## src/rtl/spi_octal_out_ctrl.sv

```systemverilog
module spi_octal_out_ctrl #(
  parameter int WD_TIMEOUT = 100000
) (
  input  logic       clk,
  input  logic       rst_n,
  input  logic       spi_mode,
  input  logic       wide_frame,
  input  logic [7:0] par_in,
  input  logic       sck,
  input  logic       cs_n,
  input  logic       mosi,
  output logic       miso,
  input  logic       out_en,
  input  logic       wd_en,
  input  logic       wd_kick_n,
  input  logic [7:0] ch_fault,
  input  logic       reg_ok,
  input  logic       case_hot,
  input  logic       pwr_good,
  output logic [7:0] ch_on
);
  localparam int WD_W = $clog2(WD_TIMEOUT + 1);

  logic [2:0] sck_q, cs_q, kick_q;
  logic [1:0] mosi_q;
  logic [15:0] sr;
  logic [3:0] bit_cnt;
  logic got_frame, comm_fail, miso_q;
  logic [7:0] out_reg;
  logic [WD_W-1:0] wd_cnt;

  always_ff @(posedge clk or negedge rst_n)
    if (!rst_n) begin
      sck_q  <= 3'b000;
      cs_q   <= 3'b111;
      kick_q <= 3'b111;
      mosi_q <= 2'b00;
    end else begin
      sck_q  <= {sck_q[1:0], sck};
      cs_q   <= {cs_q[1:0], cs_n};
      kick_q <= {kick_q[1:0], wd_kick_n};
      mosi_q <= {mosi_q[0], mosi};
    end

  wire sck_rise = spi_mode & ~cs_q[1] &  sck_q[1] & ~sck_q[2];
  wire sck_fall = spi_mode & ~cs_q[1] & ~sck_q[1] &  sck_q[2];
  wire cs_fall  = spi_mode & ~cs_q[1] &  cs_q[2];
  wire cs_rise  = spi_mode &  cs_q[1] & ~cs_q[2];
  wire kick     = kick_q[2] & ~kick_q[1];

  wire [3:0] frame_last = wide_frame ? 4'd15 : 4'd7;
  wire [3:0] diag       = {reg_ok, case_hot, comm_fail, pwr_good};
  wire [3:0] resp_chk   = ch_fault[7:4] ^ ch_fault[3:0] ^ diag;
  wire       parity_ok  = ~wide_frame | ((sr[15:12] ^ sr[11:8] ^ sr[7:4] ^ sr[3:0]) == 4'd0);
  wire       frame_ok   = got_frame & (bit_cnt == 4'd0) & parity_ok;
  wire [7:0] rx_data    = wide_frame ? sr[15:8] : sr[7:0];

  wire wd_run  = spi_mode & wd_en;
  wire wd_fire = wd_run & ~kick & (wd_cnt == WD_W'(WD_TIMEOUT - 1));

  always_ff @(posedge clk or negedge rst_n)
    if (!rst_n) begin
      sr        <= '0;
      bit_cnt   <= '0;
      got_frame <= 1'b0;
      miso_q    <= 1'b0;
    end else if (cs_fall) begin
      sr        <= wide_frame ? {ch_fault, diag, resp_chk} : {8'h00, ch_fault};
      miso_q    <= ch_fault[7];
      bit_cnt   <= '0;
      got_frame <= 1'b0;
    end else if (sck_rise) begin
      sr      <= {sr[14:0], mosi_q[1]};
      bit_cnt <= (bit_cnt == frame_last) ? 4'd0 : bit_cnt + 4'd1;
      if (bit_cnt == frame_last) got_frame <= 1'b1;
    end else if (sck_fall) begin
      miso_q <= wide_frame ? sr[15] : sr[7];
    end

  always_ff @(posedge clk or negedge rst_n)
    if (!rst_n) begin
      out_reg   <= '0;
      comm_fail <= 1'b0;
    end else begin
      if (wd_fire) out_reg <= '0;
      else if (cs_rise && frame_ok) out_reg <= rx_data;
      if (cs_rise) comm_fail <= ~frame_ok;
    end

  always_ff @(posedge clk or negedge rst_n)
    if (!rst_n) wd_cnt <= '0;
    else if (!wd_run || kick || wd_fire) wd_cnt <= '0;
    else wd_cnt <= wd_cnt + 1'b1;

  assign miso  = miso_q;
  assign ch_on = out_en ? (spi_mode ? out_reg : par_in) : 8'h00;

  assert_hold_without_event_R5: assert property (@(posedge clk) disable iff (!rst_n)
    (!cs_rise && !wd_fire) |=> $stable(out_reg));

  assert_reject_keeps_latch_R5: assert property (@(posedge clk) disable iff (!rst_n)
    (cs_rise && !frame_ok && !wd_fire) |=> ($stable(out_reg) && comm_fail));

  assert_wd_clears_latch_R10: assert property (@(posedge clk) disable iff (!rst_n)
    wd_fire |=> (out_reg == 8'h00));

  assert_kick_restarts_R11: assert property (@(posedge clk) disable iff (!rst_n)
    (wd_run && kick) |=> (wd_cnt == '0));

  assert_miso_moves_on_fall_R8: assert property (@(posedge clk) disable iff (!rst_n)
    (!sck_fall && !cs_fall) |=> $stable(miso));

  assert_parallel_idle_R2: assert property (@(posedge clk) disable iff (!rst_n)
    !spi_mode |=> ($stable(out_reg) && wd_cnt == '0));
endmodule

```

## config.mk

```make
export PLATFORM = sky130hd
export DESIGN_NAME = spi_octal_out_ctrl
export DESIGN_NICKNAME = d
export VERILOG_FILES = /design/src/rtl/spi_octal_out_ctrl.sv
export SDC_FILE = /design/constraint.sdc
export NUM_CORES = 1
export LEC_CHECK = 0
export BUFFER_PORTS_ARGS = -buffer_cell sky130_fd_sc_hd__buf_2
export CAP_MARGIN = 25
export CELL_PAD_IN_SITES_DETAIL_PLACEMENT = 0
export CELL_PAD_IN_SITES_GLOBAL_PLACEMENT = 2
export CORE_ASPECT_RATIO = 1.4
export CORE_MARGIN = 2
export CORE_UTILIZATION = 28
export CTS_BUF_LIST = sky130_fd_sc_hd__clkbuf_16
export DETAILED_ROUTE_END_ITERATION = 16
export GPL_TIMING_DRIVEN = 0
export PLACE_DENSITY_LB_ADDON = 0.3
export SLEW_MARGIN = 40
export SYNTH_ARGS = -nofsm -noshare
export SYNTH_HDL_FRONTEND = slang
export SYNTH_SLANG_ARGS = --single-unit
```

## constraint.sdc

```tcl
create_clock -name clk -period 3.77 [get_ports clk]
set_clock_uncertainty 0.2 [all_clocks]
set_input_delay 0.9425 -clock clk [delete_from_list [all_inputs] [get_ports clk]]
set_output_delay 0.9425 -clock clk [all_outputs]
set_load 0.05 [all_outputs]
```

Yosys cells after proc, flatten, opt, wreduce, memory -nomap -nowiden
Cells that the tools add are included.
{ "word_totals": {"out_inout_bits": 9, "ff_bits": 59, "input_bits": 29} }
{ "classes": {"n_reduce_logical": 12, "bitwise_logic": 28, "n_eq_ne": 3, "n_mux": 20, "add_sub_neg": 2} }
{ "op_table": {"columns": ["operator", "count"], "rows": [
  ["$mux 16", 3],
  ["$mux 8", 5],
  ["$xor 4x4->4", 5],
  ["$add 17x1->17 const B", 1],
  ["$eq 17x17->1 const B", 1],
  ["$mux 17", 1],
  ["$mux 4", 4],
  ["$and 1x1->1", 14],
  ["$logic_not 4->1", 2],
  ["$not 1->1", 8],
  ["$reduce_bool 2->1", 4],
  ["$mux 1", 7],
  ["$add 4x1->4 const B", 1],
  ["$eq 4x4->1", 1],
  ["$reduce_and 2->1", 2],
  ["$logic_or 1x1->1", 2],
  ["$ne 2x1->1 const B", 1],
  ["$logic_and 1x1->1", 1],
  ["$logic_not 1->1", 1],
  ["$or 1x1->1", 1]
]} }

Logic depth before layout (Yosys ltp)
Gate-level depths: netlist of the first run.
{ "depth": {"ltp_word": 9, "mapped_depth": 8} }

Least setup slack after synthesis of the first run
Ideal clock, no wire load.
{ "synth_timing": {"path_kind": "input-to-output", "from": "input spi_mode", "to": "output ch_on[0]", "path_stages": 3, "path_buffers": 1, "arrival_time_ps": 1968, "setup_slack_ps": 660, "t_required_ps": 2628, "cell_sequence": "buf_2 mux2i_1 nor2b_1"} }
{ "synth_via": {"elab_chain_len": 2} }
{ "synth_lines": {"columns": ["item", "line", "source"], "rows": [
  ["from (decl)", "6", "input logic spi_mode,"],
  ["$mux 8 (2 in series)", "96", "assign ch_on = out_en ? (spi_mode ? out_reg : par_in) : 8'h00;"],
  ["to (decl)", "20", "output logic [7:0] ch_on"]
]} }
No other way between the ends.

Worst setup path after layout of the first run
{ "layout_timing": {"from": "input spi_mode", "to": "output ch_on[1]"} }
Same word-level chain as after synthesis.

==> results of run 1 <==
cells in the final DEF, fill, tap and decap left out, types with 2 or more instances in the layout:
master,instances
clkbuf_16,9
nor2b_1,10
inv_1,14
ha_1,3
a22oi_1,8
dfstp_2,6
a222oi_1,7
bufinv_16,2
and4_1,2
nor2_1,24
o21ai_0,10
xor2_1,24
dfrtp_1,53
nor3_1,2
mux2i_1,21
nand3b_1,2
xnor2_1,14
clkinv_1,2
nand2_1,16
clkbuf_1,3
and2_1,3
nand4_1,6
nor4b_1,2
nand3_1,8
or3_1,2
clkinv_2,3
a21oi_1,11
a211oi_1,8
buf_2,42
per-layer routing:
layer / GRT usage [%] / vias to the layer above / wire length, µm
met5: 0 / - / 0
met4: 5.701 / 0 / 131
met3: 4.398 / 10 / 332
met2: 22.38 / 43 / 3586
met1: 14.52 / 1062 / 2868
li1: - / 1060 / -
layout make-up:
type,instances,area share (%)
Sequential cell,59,40.94
Multi-Input combinational cell,190,37.07
Clock buffer,9,6.213
Timing Repair Buffer,38,5.730
Tap cell,138,4.764
Clock inverter,7,2.278
Buffer,11,1.553
Inverter,14,1.450
power breakdown:
part	switching, mW	internal (mW)	total, mW	leakage (nW)
sequential	0.0644	0.710	0.774	0.753
combinational	0.193	0.137	0.330	0.724
clock	0.285	0.569	0.854	0.154
total	0.542	1.42	1.96	1.63
cell families after synthesis:
logic type,Yosys count
simple gates,80
flops,59
compound gates,48
xor+xnor,38
buf+inv,25
mux,21
fa+ha+maj,3
per-stage QoR:
| step | utilization (%) | std cells |
|---|---|---|
| 3_3_place_gp | 31.92 | 449 |
| 6_report | 35.21 | 466 |
| 2_1_floorplan | - | 274 |
| 3_5_place_dp | 31.94 | 449 |
| 4_1_cts | 34.93 | 465 |
| 5_1_grt | 35.21 | 466 |
worst max-delay path by stage:
| stage | depth (start not counted) | startpoint | end | slack [ps] |
|---|---|---|---|---|
| floorplan | 3 | spi_mode | ch_on[0] | 660 |
| global placement | 7 | spi_mode | out_reg[1] | 720 |
| detailed placement | 7 | spi_mode | out_reg[1] | 710 |
| CTS | 5 | spi_mode | ch_on[1] | 790 |
| global route | 5 | spi_mode | ch_on[2] | 690 |
| finish | 5 | spi_mode | ch_on[1] | 810 |
==> flow_summary.json, run 1 <==
{
  "outcome": "finished, final reports clean",
  "overflow": 0,
  "cts_tree": "yes",
  "finalWorstSetupSlack_ps": 812.2,
  "post_cts_resized": 0,
  "port-buffer-count": 37,
  "syn_nets": 306,
  "cap_violations": 0,
  "hold_slack_ps": 144.6,
  "setup_tns_ps": 0,
  "cp-start-kind": "input pin",
  "critical-path-top-delay-family": "buffers and inverters",
  "synthAdderAreaFrac_pct": 1.282,
  "synth_most_common_cell": "dfrtp_1",
  "grt_pass1_vias": 2151,
  "synth_area_leaders": "dfrtp_1 45%, mux2i_1 7.2%, xor2_1 7.2%",
  "largest_reg_flops": 17,
  "syn-cell-area_um2": 2928,
  "slew_headroom_pct": 51.81,
  "cp-end-kind": "primary output",
  "synth_top_family_by_area": "simple AND/OR/NAND/NOR gates",
  "grt_max_degree": 60,
  "slowest_stage": "buf_2",
  "rsz0062_at_grt": "false",
  "fp-row-count": 44,
  "drt_first_pass_iters": 4,
  "cts_hold_buf": 0,
  "muxShareOfSynthArea_pct": 7.179,
  "antennaDiodeCount": 0,
  "synth-simple-area-share_pct": 13.97,
  "placed_cell_area_um2": 3288,
  "final_hold_viol_count": 0,
  "hpwl_um": 4926,
  "vias": 2175,
  "synthXorXnorAreaFrac_pct": 11.37,
  "crit_chain": "buf_2 -> buf_2 -> mux2i_1 -> nor2b_1 -> buf_2",
  "r2r_start": "cs_q[1]",
  "clk_latency_ps": 330,
  "cts_root_buffer": "clkbuf_16",
  "cp.arrival_ps": 1820,
  "die_h_um": 125.0,
  "final_area_um2": 3625,
  "synthFlopType": "dfrtp_1",
  "fp.coreArea_um2": 10290,
  "clk_path_buf_depth": 2,
  "critPathBufInv": 3,
  "yosysWarnings": 0,
  "place.gp.congestion": 0.7563,
  "drc_errors": 0,
  "cts_made_buffers": 9,
  "tightest_slew_ps": 722.8,
  "whs_path_depth": 0,
  "period_share_pct": 78.46,
  "p_total_mw": 1.959,
  "syn_inst": 274,
  "ant_nets": 0,
  "peakVddDrop_v": 0.0002405,
  "vias_per_cell": 4.667,
  "wirelength_um": 6920,
  "hold_path_startpoint": "mosi_q[0]",
  "fin_crit_ps": 2958,
  "clkTransAtPathRegs_ps": 50,
  "path_common_cell": "buf_2",
  "cts_setup_buffers": 0,
  "nets": 355,
  "reg2reg_depth": 7,
  "regArea_um2": 1484,
  "gr-usage-all-layers_pct": 12.98,
  "cp_data_required_time_ps": 2630,
  "fill_cells": 1080,
  "reg2reg_to": "bit_cnt[3]",
  "yosys-top-cells-count": "53 x dfrtp_1, 24 x nor2_1, 24 x xor2_1, 21 x mux2i_1, 16 x nand2_1",
  "hold_class": "flip-flop to flip-flop",
  "p_leak_nw": 1.631,
  "dp_slack_ps": 707.3,
  "cp_max_fo": 10,
  "grt_first_pass_wirelength_um": 11250,
  "start_util_pct": 28.44,
  "power.density_nw_per_um2": 540.5,
  "whs_endpoint": "mosi_q[1]",
  "worstSetupPathType": "input pin to primary output",
  "num_io_pins": 38,
  "crit_path_max_incr_delay_ps": 290,
  "avgSynthCellArea_um2": 10.69,
  "synthToLayoutAreaGrowth_pct": 23.80,
  "ys_ff_latch": 59,
  "yosysSeqAreaShare_pct": 50.68,
  "die-area_um2": 11300,
  "r2r_slack_ps": 1410,
  "max_freq_mhz": 338.1,
  "synth_compound_area_share_pct": 11.79,
  "multi_input_area_um2": 1344,
  "yosysTopAreaCell": "dfrtp_1",
  "dieWidth_um": 90.42,
  "h-tree-depth": 3,
  "synth-edff-count": 0,
  "antenna_found_initial": 0,
  "synth_top_area_share_pct": 45.30,
  "drv_slew": 0,
  "wire_per_inst_um": 14.85,
  "postSynth.asyncResetShare_pct": 100.0,
  "setup_viol": 0,
  "ys_types": 34,
  "drive_gt1_share_pct": 20.43,
  "cts_sinks": 59,
  "first_iter_violations": 105
}
Power figures use the tool's default switching activity.
==> run 2, diff against run 1 <==
ABC_AREA = 1   (was not set)
clock period = 2.4 ns   (was 3.77 ns; I/O delays follow)
==> run 2 against run 1 <==
Register-to-register slack worse by 850 ps. Design area increased by 11%. Clock-buffer cell count unchanged. Sequential power up 56%. Global-route usage rose by 2.7 points. Cell count grew 31%. Largest power group unchanged.
==> flow_summary.json, run 2 <==
{
  "synthToLayoutAreaGrowth_pct": 22.69,
  "first_iter_violations": 95,
  "vias": 2892,
  "fin_crit_ps": 2095,
  "p_leak_nw": 1.860,
  "reg2reg_depth": 7,
  "ant_nets": 0,
  "post_cts_resized": 0,
  "whs_path_depth": 0,
  "drt_first_pass_iters": 4,
  "hold_slack_ps": 149.8,
  "drv_slew": 0,
  "ys_types": 42,
  "cts_made_buffers": 9,
  "cts_hold_buf": 1,
  "fp-row-count": 46,
  "crit_end": "ch_on[4]",
  "clk_path_buf_depth": 2,
  "fill_cells": 1173,
  "die_h_um": 131.9,
  "grt_first_pass_wirelength_um": 14750,
  "antenna_found_initial": 0,
  "placed_cell_area_um2": 3654,
  "fin_cells": 609,
  "yosysTopAreaCell": "dfrtp_1",
  "num_io_pins": 38,
  "avgSynthCellArea_um2": 7.958,
  "syn-cell-area_um2": 3271,
  "h-tree-depth": 3,
  "ys_ff_latch": 59,
  "synth_area_leaders": "dfrtp_1 41%, nand2_1 11%, nor2_1 6.2%",
  "power_frac_clock_pct": 45.8,
  "worstSetupPathType": "input pin to primary output",
  "comb_power_share_pct": 17.6,
  "yosysSeqAreaShare_pct": 45.37,
  "r2r_slack_ps": 560,
  "vias_per_cell": 4.749,
  "final_common_cell": "nand2_1",
  "port-buffer-count": 36,
  "cap_violations": 0,
  "cp-end-kind": "primary output",
  "cts_tree": "yes",
  "cp_max_fo": 10,
  "overflow": 0,
  "largest_reg_flops": 17,
  "cp-start-kind": "input pin",
  "grt_pass1_vias": 2931,
  "finalWorstSetupSlack_ps": 305.4,
  "start_util_pct": 28.85,
  "final_area_um2": 4013,
  "p_total_mw": 3.308,
  "postSynth.asyncResetShare_pct": 100.0,
  "fin_util_pct": 35.39,
  "synth_top_area_share_pct": 40.55,
  "dieWidth_um": 95.34,
  "cts_sinks": 59,
  "r2r_start": "bit_cnt[0]",
  "slew_headroom_pct": 64.98,
  "crit_start": "spi_mode",
  "syn_nets": 443,
  "dp.cells": 592,
  "dp_slack_ps": 280.8,
  "synth_most_common_cell": "nand2_1",
  "cts_root_buffer": "clkbuf_16",
  "place.gp.congestion": 0.8161,
  "drc_errors": 0,
  "syn_inst": 411,
  "switching_power_mw": 0.9710,
  "yosysWarnings": 0,
  "period_share_pct": 87.27,
  "clkTransAtPathRegs_ps": 50,
  "cts_setup_buffers": 0,
  "wirelength_um": 8964,
  "switching_share_pct": 29.36,
  "outcome": "finished, final reports clean",
  "p_int_mw": 2.337,
  "cp_data_required_time_ps": 1600,
  "peakVddDrop_v": 0.0006928,
  "wire_per_inst_um": 14.72,
  "cp.arrival_ps": 1290,
  "final_cell_mix": "96 x nand2_1, 54 x nor2_1, 53 x dfrtp_1",
  "max_freq_mhz": 477.4,
  "gr-usage-all-layers_pct": 15.64,
  "grt_max_degree": 37,
  "synth-edff-count": 0,
  "nets": 492,
  "seqPwrFrac_pct": 36.6,
  "die-area_um2": 12570,
  "clk_latency_ps": 340,
  "hold_class": "flip-flop to flip-flop",
  "tightest_slew_ps": 519.8,
  "drive_gt1_share_pct": 21.51,
  "reg2reg_to": "out_reg[5]",
  "final_hold_viol_count": 0,
  "synthFlopType": "dfrtp_1",
  "fp.coreArea_um2": 11340,
  "antennaDiodeCount": 0,
  "yosys-top-cells-count": "96 x nand2_1, 54 x nor2_1, 53 x dfrtp_1, 43 x inv_1, 30 x o21ai_0",
  "setup_tns_ps": 0,
  "rsz0062_at_grt": "false",
  "setup_viol": 0,
  "power.density_nw_per_um2": 824.3,
  "hpwl_um": 6860
}
==> run 2: cell type report <==
| type | instances | area [µm²] | share of cell area, % |
|---|---|---|---|
| multi-input cells | 294 | 1549 | 38.60 |
| flip-flops and latches | 59 | 1484 | 36.98 |
| clock buffers | 9 | 225.2 | 5.613 |
| repair buffers | 38 | 212.7 | 5.301 |
| inverters | 50 | 187.7 | 4.677 |
| well taps | 144 | 180.2 | 4.490 |
| clock inverters | 7 | 123.9 | 3.087 |
| plain buffers | 8 | 50.05 | 1.247 |
==> run 2: cells by family (layout without fill, tap and decap cells) <==
group	after synthesis	count (layout)	synth area share [%]
buffers and inverters	58	112	7.268
adder cells (fa/ha/maj)	3	3	1.148
AO/OA/AOI/OAI	61	61	11.94
AND/OR/NAND/NOR	226	226	33.21
XOR/XNOR	4	4	1.071
flip-flops	59	59	45.37
==> run 2: worst min-delay path by stage <==
stage / start / to
after global placement: mosi_q[0] / mosi_q[1]
after CTS: wd_kick_n / kick_q[0]
after floorplan: rst_n / bit_cnt[0]
after detailed placement: mosi_q[0] / mosi_q[1]
final: mosi_q[0] / mosi_q[1]
after global routing: wd_kick_n / kick_q[0]
==> run 2: critical path, stage by stage <==
cell	delay (ps)
buf_2	110
inv_2	150
nor2_1	60
nor2_1	100
buf_2	270
==> run 2: power groups by stage <==
stage	clock, mW	sequential [mW]	combinational, mW
finish	1.51	1.21	0.583
CTS	1.56	1.21	0.597
detailed placement	0	1.23	0.594
floorplan	0	1.21	0.399
global placement	0	1.23	0.585
global route	1.61	1.23	0.664
==> run 2: layer usage <==
metal / share of wire (%) / wire length [µm] / global-route usage (%)
met1: 41 / 3633 / 17.52
met2: 53 / 4734 / 27.00
met3: 3.7 / 330 / 4.288
met4: 3.0 / 265 / 7.085
met5: 0 / 0 / 0
==> run 3, diff against run 2 <==
clock period = 1.9 ns   (was 2.4 ns; I/O delays follow)
==> run 3 against run 2 <==
Non-clock buffer count up 1. Design area rose by 1.5%. Largest power group unchanged. Via count up 0.35%. Combinational power up 31%. First-iteration DRC count is 71% higher. Sequential power grew 26%. Worst hold slack worse by 110 ps. Critical path depth is the same. Largest cell class unchanged. Utilization up 0.54 points. Die area stayed put. Critical endpoint unchanged.
==> flow_summary.json, run 3 (synthesized netlist as in run 2, its figures left out) <==
{
  "grt_first_pass_wirelength_um": 14230,
  "final_common_cell": "nand2_1",
  "hpwl_um": 6789,
  "antenna_found_initial": 0,
  "die-area_um2": 12570,
  "placed_cell_area_um2": 3674,
  "cts_tree": "yes",
  "clkTransAtPathRegs_ps": 50,
  "cts_sinks": 59,
  "power.density_nw_per_um2": 1018,
  "dp.cells": 592,
  "num_io_pins": 38,
  "first_iter_violations": 162,
  "fp.coreArea_um2": 11340,
  "final_hold_viol_count": 0,
  "wire_per_inst_um": 14.26,
  "cp.arrival_ps": 1180,
  "port-buffer-count": 36,
  "worstSetupPathType": "input pin to primary output",
  "antennaDiodeCount": 0,
  "crit_chain": "buf_2 -> buf_4 -> o21ai_1 -> nor2_2 -> clkbuf_4",
  "tightest_slew_ps": 474.9,
  "fp-row-count": 46,
  "grt_max_degree": 32,
  "fill_cells": 1175,
  "cp-start-kind": "input pin",
  "rsz0062_at_grt": "true",
  "drv_slew": 0,
  "fin_crit_ps": 1853,
  "largest_reg_flops": 17,
  "setup_viol": 0,
  "die_h_um": 131.9,
  "overflow": 0,
  "critical-path-top-delay-family": "buffers and inverters",
  "synthToLayoutAreaGrowth_pct": 24.56,
  "grt_pass1_vias": 2903,
  "wirelength_um": 8699,
  "peakVddDrop_v": 0.0005852,
  "fin_util_pct": 35.93,
  "slew_headroom_pct": 68.00,
  "clk_latency_ps": 330,
  "period_share_pct": 97.52,
  "max_freq_mhz": 539.7,
  "clk_path_buf_depth": 2,
  "slowest_stage": "clkbuf_4",
  "hold_class": "input pin to flip-flop",
  "final_cell_mix": "95 x nand2_1, 53 x dfrtp_1, 45 x nor2_1",
  "vias": 2902,
  "cp_max_fo": 10,
  "cp-end-kind": "primary output",
  "drive_gt1_share_pct": 23.82,
  "h-tree-depth": 3,
  "place.gp.congestion": 0.8305,
  "cp_data_required_time_ps": 1220,
  "cts_made_buffers": 9,
  "critPathBufInv": 3,
  "start_util_pct": 28.85,
  "cap_violations": 0,
  "drc_errors": 0,
  "crit_path_max_incr_delay_ps": 200,
  "dieWidth_um": 95.34,
  "gr-usage-all-layers_pct": 14.96,
  "cts_root_buffer": "clkbuf_16",
  "final_area_um2": 4074,
  "fin_cells": 610,
  "p_leak_nw": 1.862,
  "outcome": "finished, final reports clean",
  "drt_first_pass_iters": 4,
  "vias_per_cell": 4.757,
  "nets": 493,
  "ant_nets": 0
}
## run 3: changes by cell type in the layout (fill, tap and decap cells not counted), sizes merged
cell / before / now
buf: 44 / 39
inv: 51 / 49
clkbuf: 10 / 16
clkinv: 2 / 1
clkinvlp: 1 / 4
## run 3: layout make-up
cell class	count	area, µm²	share of cell area (%)
multi-input cells	294	1589	39.00
flip-flops and latches	59	1484	36.42
repair buffers	39	235.2	5.774
clock buffers	9	225.2	5.528
inverters	50	193.9	4.760
well taps	144	180.2	4.423
clock inverters	7	116.4	2.856
plain buffers	8	50.05	1.229
## run 3: path summary, 6_finish.rpt
| kind | from | slack [ps] | end | depth (start not counted) |
|---|---|---|---|---|
| max | spi_mode | 50 | ch_on[4] | 5 |
| min | wd_kick_n | 40 | kick_q[0] | 1 |
| max reg2reg | bit_cnt[0] | 120 | out_reg[3] | 7 |
| min reg2reg | mosi_q[0] | 150 | mosi_q[1] | 0 |
| max in group asynchronous | rst_n | 500 | cs_q[1] | 3 |
| min in group asynchronous | rst_n | 420 | mosi_q[0] | 2 |
## run 3: per-stage QoR
| stage | worst slack [ps] | power [mW] | TNS, ps | hold WS, ps |
|---|---|---|---|---|
| 2_1_floorplan | 107.0 | 2.048 | 0 | -20.59 |
| 3_5_place_dp | -108.8 | 2.311 | -925.7 | 138.1 |
| 6_report | 47.20 | 4.147 | 0 | 42.26 |
| 3_3_place_gp | -80.77 | 2.298 | -4439 | 136.7 |
| 4_1_cts | 8.710 | 4.203 | 0 | 29.99 |
| 5_1_grt | -33.78 | 4.408 | -99.02 | 30.17 |
## run 3: worst reg2reg max path: cells and delay by family (launching register included)
kind,cells,cell delay (ps)
buffers and inverters,2,300
DFF,1,390
and+or+nand+nor,4,660
adders and majority gates,1,170
## run 3: per-layer routing
metal | global-route usage [%] | part of all wire [%] | up-vias
met3 | 2.916 | 2.8 | 16
met4 | 6.039 | 2.5 | 0
met1 | 17.24 | 40 | 1373
met2 | 26.49 | 54 | 46
li1 | - | - | 1467
met5 | 0 | 0 | -
## run 3: where the power goes
group / total [mW] / switching, mW / leakage [nW] / internal, mW
Clock: 1.85 / 0.580 / 0.155 / 1.27
Sequential: 1.53 / 0.115 / 0.759 / 1.41
Combinational: 0.763 / 0.500 / 0.948 / 0.263
## run 3: timing repair
item,CTS,global route
hold buffers,1,0
hold endpoints to repair,28,0
resized for setup,1,20
buffers inserted,0,1
endpoints found under the setup margin,1,29
pin swaps,0,2
